## src/rtl/uart_fifo_pkg.sv

```systemverilog
package uart_fifo_pkg;

    typedef enum logic [1:0] {
        TXI_EMPTY = 2'd0,
        TXI_LOW   = 2'd1,
        TXI_HIGH  = 2'd2,
        TXI_REQ   = 2'd3
    } txi_state_t;

    function automatic int unsigned rx_trig_of(input logic [1:0] sel);
        unique case (sel)
            2'b00:   return 8;
            2'b01:   return 16;
            2'b10:   return 56;
            default: return 60;
        endcase
    endfunction

    function automatic int unsigned tx_trig_of(input logic [1:0] sel);
        unique case (sel)
            2'b00:   return 8;
            2'b01:   return 16;
            2'b10:   return 32;
            default: return 56;
        endcase
    endfunction

endpackage

```

## src/rtl/byte_queue.sv

```systemverilog
module byte_queue #(
    parameter int DEPTH = 64,
    parameter int DW    = 8,
    localparam int AW   = $clog2(DEPTH),
    localparam int LW   = $clog2(DEPTH + 1)
) (
    input  logic          clk,
    input  logic          rst_n,
    input  logic          flush,
    input  logic [LW-1:0] cap,
    input  logic          push,
    input  logic [DW-1:0] din,
    input  logic          pop,
    output logic [DW-1:0] dout,
    output logic [LW-1:0] level,
    output logic          ovr
);
    logic [DW-1:0] mem [DEPTH];
    logic [AW-1:0] wptr, rptr;
    logic          full, empty, do_push, do_pop;

    assign full    = (level >= cap);
    assign empty   = (level == '0);
    assign do_push = push && !full && !flush;
    assign do_pop  = pop && !empty && !flush;
    assign ovr     = push && full;

    function automatic logic [AW-1:0] bump(input logic [AW-1:0] p);
        return (p == AW'(DEPTH - 1)) ? '0 : p + 1'b1;
    endfunction

    always_ff @(posedge clk) begin
        if (do_push) mem[wptr] <= din;
    end

    always_ff @(posedge clk or negedge rst_n) begin
        if (!rst_n) begin
            wptr  <= '0;
            rptr  <= '0;
            level <= '0;
            dout  <= '0;
        end else if (flush) begin
            wptr  <= '0;
            rptr  <= '0;
            level <= '0;
        end else begin
            if (do_push) wptr <= bump(wptr);
            if (do_pop) begin
                rptr <= bump(rptr);
                dout <= mem[rptr];
            end
            if (do_push && !do_pop)      level <= level + 1'b1;
            else if (do_pop && !do_push) level <= level - 1'b1;
        end
    end
endmodule

```

## src/rtl/trig_lut.sv

```systemverilog
module trig_lut #(
    parameter int DEPTH = 64,
    localparam int LW   = $clog2(DEPTH + 1)
) (
    input  logic          enh_en,
    input  logic [1:0]    rx_sel,
    input  logic [1:0]    tx_sel,
    output logic [LW-1:0] rx_trig,
    output logic [LW-1:0] tx_trig
);
    import uart_fifo_pkg::*;

    always_comb begin
        if (enh_en) begin
            rx_trig = LW'(rx_trig_of(rx_sel));
            tx_trig = LW'(tx_trig_of(tx_sel));
        end else begin
            rx_trig = LW'(1);
            tx_trig = LW'(1);
        end
    end
endmodule

```

## src/rtl/tx_irq_fsm.sv

```systemverilog
module tx_irq_fsm #(
    parameter int DEPTH = 64,
    localparam int LW   = $clog2(DEPTH + 1)
) (
    input  logic          clk,
    input  logic          rst_n,
    input  logic [LW-1:0] level,
    input  logic [LW-1:0] trig,
    output logic          irq
);
    import uart_fifo_pkg::*;

    txi_state_t state, nxt;
    logic       at_trig, is_empty;

    assign at_trig  = (level >= trig);
    assign is_empty = (level == '0);

    always_comb begin
        nxt = state;
        unique case (state)
            TXI_EMPTY: if (!is_empty)    nxt = at_trig ? TXI_HIGH : TXI_LOW;
            TXI_LOW:   if (is_empty)     nxt = TXI_EMPTY;
                       else if (at_trig) nxt = TXI_HIGH;
            TXI_HIGH:  if (is_empty)     nxt = TXI_EMPTY;
                       else if (!at_trig) nxt = TXI_REQ;
            TXI_REQ:   if (is_empty)     nxt = TXI_EMPTY;
                       else if (at_trig) nxt = TXI_HIGH;
        endcase
    end

    always_ff @(posedge clk or negedge rst_n) begin
        if (!rst_n) state <= TXI_EMPTY;
        else        state <= nxt;
    end

    always_comb begin
        unique case (state)
            TXI_EMPTY, TXI_REQ: irq = 1'b1;
            TXI_LOW, TXI_HIGH:  irq = 1'b0;
        endcase
    end
endmodule

```

## src/rtl/uart_fifo_trig.sv

```systemverilog
module uart_fifo_trig #(
    parameter int DEPTH = 64,
    parameter int DW    = 8,
    localparam int LW   = $clog2(DEPTH + 1)
) (
    input  logic          clk,
    input  logic          rst_n,
    input  logic          wr_en,
    input  logic [7:0]    wr_data,
    input  logic          enh_en,
    input  logic          host_tx_push,
    input  logic [DW-1:0] host_tx_data,
    input  logic          sr_tx_pop,
    output logic [DW-1:0] sr_tx_data,
    input  logic          sr_rx_push,
    input  logic [DW-1:0] sr_rx_data,
    input  logic          host_rx_pop,
    output logic [DW-1:0] host_rx_data,
    output logic [LW-1:0] rx_level,
    output logic [LW-1:0] tx_level,
    output logic          rx_irq,
    output logic          tx_irq,
    output logic          rx_ovr,
    output logic          tx_ovr,
    output logic          dma_mode,
    output logic [7:0]    ctrl_q
);
    logic          q_en, rx_fl, tx_fl, q_dma;
    logic [1:0]    rx_sel, tx_sel;
    logic [LW-1:0] cap, rx_trig, tx_trig;

    always_ff @(posedge clk or negedge rst_n) begin
        if (!rst_n) begin
            q_en   <= 1'b0;
            rx_fl  <= 1'b0;
            tx_fl  <= 1'b0;
            q_dma  <= 1'b0;
            rx_sel <= 2'b00;
            tx_sel <= 2'b00;
        end else begin
            rx_fl <= 1'b0;
            tx_fl <= 1'b0;
            if (wr_en) begin
                q_en  <= wr_data[0];
                rx_fl <= wr_data[0] & wr_data[1];
                tx_fl <= wr_data[0] & wr_data[2];
                q_dma <= wr_data[3];
                if (enh_en) begin
                    tx_sel <= wr_data[5:4];
                    rx_sel <= wr_data[7:6];
                end
            end
        end
    end

    assign ctrl_q   = {rx_sel, tx_sel, q_dma, tx_fl, rx_fl, q_en};
    assign dma_mode = q_dma;
    assign cap      = q_en ? LW'(DEPTH) : LW'(1);

    byte_queue #(.DEPTH(DEPTH), .DW(DW)) i_rxq (
        .clk(clk), .rst_n(rst_n), .flush(rx_fl), .cap(cap),
        .push(sr_rx_push), .din(sr_rx_data), .pop(host_rx_pop),
        .dout(host_rx_data), .level(rx_level), .ovr(rx_ovr)
    );

    byte_queue #(.DEPTH(DEPTH), .DW(DW)) i_txq (
        .clk(clk), .rst_n(rst_n), .flush(tx_fl), .cap(cap),
        .push(host_tx_push), .din(host_tx_data), .pop(sr_tx_pop),
        .dout(sr_tx_data), .level(tx_level), .ovr(tx_ovr)
    );

    trig_lut #(.DEPTH(DEPTH)) i_lut (
        .enh_en(enh_en), .rx_sel(rx_sel), .tx_sel(tx_sel),
        .rx_trig(rx_trig), .tx_trig(tx_trig)
    );

    assign rx_irq = (rx_level >= rx_trig);

    tx_irq_fsm #(.DEPTH(DEPTH)) i_txi (
        .clk(clk), .rst_n(rst_n), .level(tx_level), .trig(tx_trig), .irq(tx_irq)
    );
endmodule

```

## config.mk

```make
export PLATFORM = sky130hd
export DESIGN_NAME = uart_fifo_trig
export DESIGN_NICKNAME = d
export VERILOG_FILES = /design/src/rtl/uart_fifo_pkg.sv /design/src/rtl/byte_queue.sv /design/src/rtl/trig_lut.sv /design/src/rtl/tx_irq_fsm.sv /design/src/rtl/uart_fifo_trig.sv
export SDC_FILE = /design/constraint.sdc
export NUM_CORES = 1
export LEC_CHECK = 0
export ABC_AREA = 1
export BUFFER_PORTS_ARGS = -buffer_cell sky130_fd_sc_hd__buf_2
export CORE_MARGIN = 2
export CORE_UTILIZATION = 50
export CTS_BUF_LIST = sky130_fd_sc_hd__clkbuf_16
export DETAILED_ROUTE_END_ITERATION = 7
export HOLD_SLACK_MARGIN = 0.03
export PLACE_DENSITY = 0.73
export SETUP_SLACK_MARGIN = 0.2
export SYNTH_ARGS = -nofsm -noshare
export SYNTH_HDL_FRONTEND = slang
export SYNTH_SLANG_ARGS = --single-unit
```

## constraint.sdc

```tcl
create_clock -name clk -period 3.4 [get_ports clk]
set_input_delay 0.51 -clock clk [delete_from_list [all_inputs] [get_ports clk]]
set_output_delay 0.51 -clock clk [all_outputs]
set_load 0.02 [all_outputs]
```

* Word level (Yosys, flattened, before mapping)
Memory sizes are Yosys's and may differ from the RTL's. A register that Yosys moved wholly into a read port is not among the register bits.
Cells that the tools add are included.
** Storage, ports and cells
- Register bits :: 48
- RAM bits :: 1024
- Input port bits :: 32
- Word-level logic and storage cells :: 126
- Memories kept :: 2
** Operators by class
- $add $sub $neg :: 8
- Order comparisons :: 4
- Eq/ne operators :: 14
- Muxes and demuxes :: 37
- Bitwise operators :: 4
- Reductions and logical operators :: 44
** Memory list
- i_rxq.mem :: depth 64, bits a word 8, read ports 1, clocked after memory_dff 1, write ports 1, line byte_queue.sv:18 : logic [DW-1:0] mem [DEPTH];
- i_txq.mem :: depth 64, bits a word 8, read ports 1, clocked after memory_dff 1, write ports 1, line byte_queue.sv:18
** Operator list (count)
- $mux 6 :: 14
- $mux 7 :: 7
- $pmux 6 s3 :: 2
- $add 6x1->6 const B :: 4
- $eq 6x6->1 const B :: 4
- $ge 7x7->1 :: 3
- $add 7x1->7 const B :: 2
- $logic_and 1x1->1 :: 14
- $logic_not 7->1 :: 2
- $sub 7x1->7 const B :: 2
- $logic_not 1->1 :: 12
- $mux 2 :: 6
- $eq 2x2->1 const B :: 4
- $reduce_bool 2->1 :: 4
- $ge 7x6->1 :: 1
- $eq 2x1->1 const B :: 3
- $logic_not 2->1 :: 3
- $mux 1 :: 6
- $pmux 2 s3 :: 1
- $reduce_and 2->1 :: 3
- $reduce_bool 3->1 :: 2
- $reduce_or 2->1 :: 3
- $ne 3x1->1 const B :: 1
- $ne 3x3->1 const B :: 1
- other kinds (5) :: 7

* Longest topological paths before layout
- Depth in word-level cells :: 10
- Mapped depth :: 19

* Cells and area by module
From an unflattened synthesis, not the netlist that was laid out.
** Unflattened totals
- Cell total of the unflattened synthesis :: 4755
- Area total of the unflattened synthesis :: 48901.9 um^2
** Modules (own cells, without submodules)
- byte_queue at i_txq :: instances 1, cells each 2292, area an instance 23900.4 um^2, sequential area each 16050.4 um^2
- byte_queue at i_rxq :: instances 1, cells each 2291, area an instance 23860.4 um^2, sequential area each 16050.4 um^2
- uart_fifo_trig :: instances 1, cells each 69, area an instance 533.0 um^2, sequential area each 200.2 um^2
- tx_irq_fsm :: instances 1, cells each 76, area an instance 452.9 um^2, sequential area each 50.0 um^2
- trig_lut :: instances 1, cells each 27, area an instance 155.1 um^2, sequential area each 0.0 um^2

* Worst setup path after synthesis
OpenSTA, ideal clock, no wires.
- Path kind :: reg-to-reg
- Start point :: register i_txq.level[0]
- End point :: register i_txq.level[6]
- Setup time :: 0.117 ns
- Arrival time :: 2.565 ns
- Path slack :: 0.718 ns
- Stages on the path, launching flop included :: 19
- Path buffers :: 0
- Clock period less this slack :: 2.682 ns
- Cells stage by stage :: dfrtp_1 inv_1 ha_1 nand3_1 nor2_1 nor2_4 nand2_1 nor2_2 nand2_4 inv_1 fa_1 o21ai_0 nand2_1 nand2_1 a21oi_1 inv_1 nand3_1 nand3_1 nand2_1
** Between the ends
- Word-level cells in the longest chain between the ends :: 8
- Elaborated cells on any way between the ends :: 18
- Classes of those cells :: 2 x add/sub; 1 x order compare; 3 x mux; 12 x reduce/logical
** Ends and longest elaborated chain
- from (decl) :: line byte_queue.sv:15 : output logic [LW-1:0] level,
- from (signal assigned) :: line byte_queue.sv:52 : if (do_push && !do_pop) level <= level + 1'b1;
- from (signal assigned) :: line byte_queue.sv:53 : else if (do_pop && !do_push) level <= level - 1'b1;
- parallel branches: the longest is 8 deep, another holds $ge 7x7->1
Several ways; the timed one is not identified. The select of a mux whose other input is x is not followed.
A chain may end at the register's enable or synchronous reset.

* Worst setup path after layout
- Start point :: register q_en
- End point :: memory i_rxq.mem[26][5] (enable)
** Between the ends
- Word-level cells in the longest chain between the ends :: 7
** Ends and longest elaborated chain
- from (decl) :: line uart_fifo_trig.sv:28 : logic q_en, rx_fl, tx_fl, q_dma;
- from (signal assigned) :: line uart_fifo_trig.sv:44 : q_en <= wr_data[0];
- $mux 7 :: line uart_fifo_trig.sv:58 : assign cap = q_en ? LW'(DEPTH) : LW'(1);
- $ge 7x7->1 :: line byte_queue.sv:22 : assign full = (level >= cap);
- $logic_not 1->1 :: line byte_queue.sv:24 : assign do_push = push && !full && !flush;
- $logic_and 1x1->1 (2 in series) :: line byte_queue.sv:24
- $mux 1 :: line byte_queue.sv:33 : if (do_push) mem[wptr] <= din;
- $mux 1 (not written as such) :: line byte_queue.sv:33
- to (decl) :: line byte_queue.sv:18
No other way between the ends.

==> results.toml <==
[place]
globalplace.congestion = 0.897
post-place-cells = 5111
portBuffers = 74
dp_hpwl_mm = 68.9
post-place-ws_ps = 312

[timing]
fmax_mhz = 326
finClkSkew_ps = 21.0
rsz0062_at_grt = "yes"
period_minus_slack_ps = 3070
tns_ps = 0
setup_viol = 0
worst_slack_ps = 330
timing.final.crit_share = 0.903
hold_violations = 0
slew_violations = 0
slew_headroom = 0.239
tightest_slew_ps = 1140

[layout]
nets = 4120
nFillCells = 7278
stdcell_count = 5321
final_layout_size_suffix_gt1_frac = 0.105
area_delta_synth_final_pct = 11.8

[detailed_routing]
ant_nets = 0
dr.pass1.iters = 6
routedWlPerCell_um = 21.0
drt_iter0_markers = 3535
wl_mm = 112
vias = 30400
drc_errors = 0
vias_per_cell = 5.71

[yosys]
synth-seq-cells = 1088
synthFlopType = "edfxtp_1"
synth_cell_types = 40
synth_edf_count = 1024
syn_inst = 3943
syn_nets = 4013
yosysSeqAreaShare = 0.708
syn-cell-area_mm2 = 0.0457
postSynthAreaPerCell_um2 = 11.6
async_reset_ff_frac = 0.0588
ys_warn_count = 0

[setup_path]
cp_top_family = "simple AND/OR/NAND/NOR gates"
cp.required_ps = 3710
critPathBufInv = 2
r2r-start = "q_en$_DFFE_PN0P_"
worstSetupStartpointType = "flip-flop"
crit_fanout = 11
crit_slowest_cell = "nor2_1"
cp-end-kind = "flip-flop"
cp.arrival_ps = 3380
worstPathCellList = "inv_1, ha_1, nand3_1, nor2_1, nor2_2, nand4_1, inv_1, nand2_1, nor2_1"
critical_path_class = "flip-flop to flip-flop"
startpoint = "q_en$_DFFE_PN0P_"
slowest_delay_ps = 590

[clock_network]
cts_setup_buffers = 0
clk_path_buf_depth = 3
clk_latency_ps = 680
clkTransAtPathRegs_ps = 60
ctsHtreeMaxLevel = 3
cts_root_buffer = "clkbuf_16"
clock-sinks = 1088
cts_tree = "yes"
cts_made_buffers = 108

[grt]
grt_pass1_wl_mm = 172
grt_max_degree = 131
antenna_found_initial = 0
grt_pass1_vias = 29100
grt_overflow_total = 0
gr-usage-all-layers = 0.238

[power_and_ir_drop]
ir_drop_mv = 0.557
pwr_density_cell_mw_per_mm2 = 757
power.leakage_nw = 18.9

[job]
cap_violations = 0

[floorplanning]
ioPinCount = 75
design.core.area_mm2 = 0.0903
die_h_um = 306
num_rows = 110
die_w_um = 306
die-area_mm2 = 0.0938
start_util = 0.506

[hold_path]
hold_path_class = "input port to flip-flop"
hp-start = "wr_data[4]"

[run_status]
status = "finished clean"
-- area by class of cell --
| cell class | instances | area (um2) | area share |
|---|---|---|---|
| sequential | 1088 | 32400 | 0.634 |
| multi-input combinational | 2555 | 11800 | 0.231 |
| clock buffer | 112 | 2800 | 0.0549 |
| timing repair buffer | 216 | 1680 | 0.0328 |
| tap | 1176 | 1470 | 0.0288 |
| clock inverter | 92 | 662 | 0.0130 |
| inverter | 81 | 317 | 0.00620 |
| antenna | 1 | 2.50 | 0.0000490 |
-- metal layers --
| layer | track usage | up-vias | wire [um] |
|---|---|---|---|
| met5 | 0 | - | 0 |
| met4 | 0.0847 | 0 | 3770 |
| met3 | 0.0403 | 247 | 9970 |
| met2 | 0.391 | 1524 | 53900 |
| met1 | 0.323 | 14600 | 44100 |
| li1 | - | 14100 | - |
-- cell families (layout without fill, tap and decap cells) --
kind of cell | count (synthesis) | after routing | synth area share
flip-flops | 1088 | 1088 | 0.708
XOR/XNOR | 17 | 17 | 0.00326
AND/OR/NAND/NOR | 2276 | 2276 | 0.213
adder cells (fa/ha/maj) | 38 | 38 | 0.0107
buffers and inverters | 300 | 501 | 0.0350
multiplexers | 3 | 3 | 0.000739
other | 0 | 1 | 0
AO/OA/AOI/OAI | 221 | 221 | 0.0294
-- cells in the final DEF, fill, tap and decap left out, types with 3 or more instances in the layout --
| master | netlist | layout |
|---|---|---|
| xnor2_1 | 7 | 7 |
| inv_1 | 60 | 86 |
| buf_2 | 127 | 73 |
| bufinv_16 | 0 | 8 |
| inv_2 | 10 | 12 |
| o21ai_0 | 25 | 25 |
| buf_4 | 31 | 120 |
| dfrtp_4 | 0 | 3 |
| buf_12 | 0 | 18 |
| edfxtp_1 | 1024 | 1024 |
| nand4_1 | 4 | 4 |
| a21boi_0 | 38 | 38 |
| clkinv_2 | 0 | 26 |
| dlygate4sd3_1 | 0 | 5 |
| o211ai_1 | 37 | 37 |
| o21ai_1 | 10 | 10 |
| xor2_1 | 10 | 10 |
| nand3_1 | 756 | 756 |
| ha_1 | 36 | 36 |
| o22ai_1 | 13 | 13 |
| nor2_4 | 3 | 3 |
| nor2_1 | 162 | 149 |
| nand2_2 | 4 | 4 |
| a21oi_1 | 88 | 88 |
| nand2_4 | 4 | 4 |
| dfrtp_1 | 64 | 59 |
| inv_6 | 0 | 4 |
| nand2_1 | 1315 | 1315 |
| nor3_1 | 10 | 10 |
| clkbuf_16 | 0 | 112 |
| clkinv_4 | 0 | 3 |
| nand4_4 | 6 | 6 |
| nor2_2 | 7 | 20 |
| clkinv_1 | 9 | 28 |
| mux2_2 | 3 | 3 |
| nand3_2 | 4 | 4 |
| o21a_1 | 3 | 3 |
-- worst paths after layout --
path,end,slack (ps),cells past startpoint
worst min register to register,i_txq.dout[0]$_DFFE_PN0P_,480,2
worst max-delay path,i_rxq.mem[26][5]$_DFFE_PP_,330,9
max in group asynchronous,i_rxq.rptr[1]$_DFFE_PN0P_,2090,2
min in group asynchronous,i_txi.state[0]$_DFFE_PN0P_,530,2
worst min-delay path,tx_sel[0]$_DFFE_PN0P_,70,3
worst max register to register,i_rxq.mem[26][5]$_DFFE_PP_,330,9
-- Yosys cell counts (13+ instances only) --
cell | number | share of area
a21boi_0 | 38 | 0.0062
a21oi_1 | 88 | 0.0096
buf_2 | 127 | 0.014
buf_4 | 31 | 0.0051
buf_6 | 24 | 0.0059
clkbuf_1 | 32 | 0.0026
dfrtp_1 | 64 | 0.035
edfxtp_1 | 1024 | 0.67
ha_1 | 36 | 0.0099
inv_1 | 60 | 0.0049
nand2_1 | 1315 | 0.11
nand3_1 | 756 | 0.083
nor2_1 | 162 | 0.013
o211ai_1 | 37 | 0.0061
o21ai_0 | 25 | 0.0027
o22ai_1 | 13 | 0.0018
-- stage by stage --
step / utilization / power, mW / hold slack, ps / cell area, um2
floorplan: - / 23.7 / 214 / 45700
global placement: 0.526 / 27.0 / 461 / 47500
detailed placement: 0.526 / 27.2 / 461 / 47500
CTS: 0.565 / 38.6 / 43.6 / 51000
global route: 0.566 / 40.5 / 57.0 / 51100
finish: 0.566 / 38.7 / 72.7 / 51100
-- state kept, by name, indices dropped and copies added, names as in the netlist --
register	cells
i_rxq.mem	512
i_txq.mem	512
i_rxq.dout	8
i_txq.dout	8
i_rxq.level	7
i_txq.level	7
i_rxq.rptr	6
i_rxq.wptr	6
i_txq.rptr	6
i_txq.wptr	6
i_txi.state	2
rx_sel	2
tx_sel	2
dma_mode	1
q_en	1
rx_fl	1
tx_fl	1
-- worst register-to-register path, stage by stage (launching register included) --
cell	delay, ps
dfrtp_1	370
inv_1	170
ha_1	280
nand3_1	90
nor2_1	60
nor2_2	110
nand4_1	360
inv_1	430
nand2_1	240
nor2_1	590
-- repair_timing --
action / 4_1_cts / 5_1_grt
hold buffers: 5 / 0
endpoints found under the setup margin: 0 / 169
resized for setup: 0 / 14
endpoints found under the hold margin: 60 / 0
-- report_power, final --
part	internal, mW	switching [mW]
clock	6.56	4.97
combinational	3.41	8.10
sequential	15.0	0.576
Power figures use the tool's default switching activity.
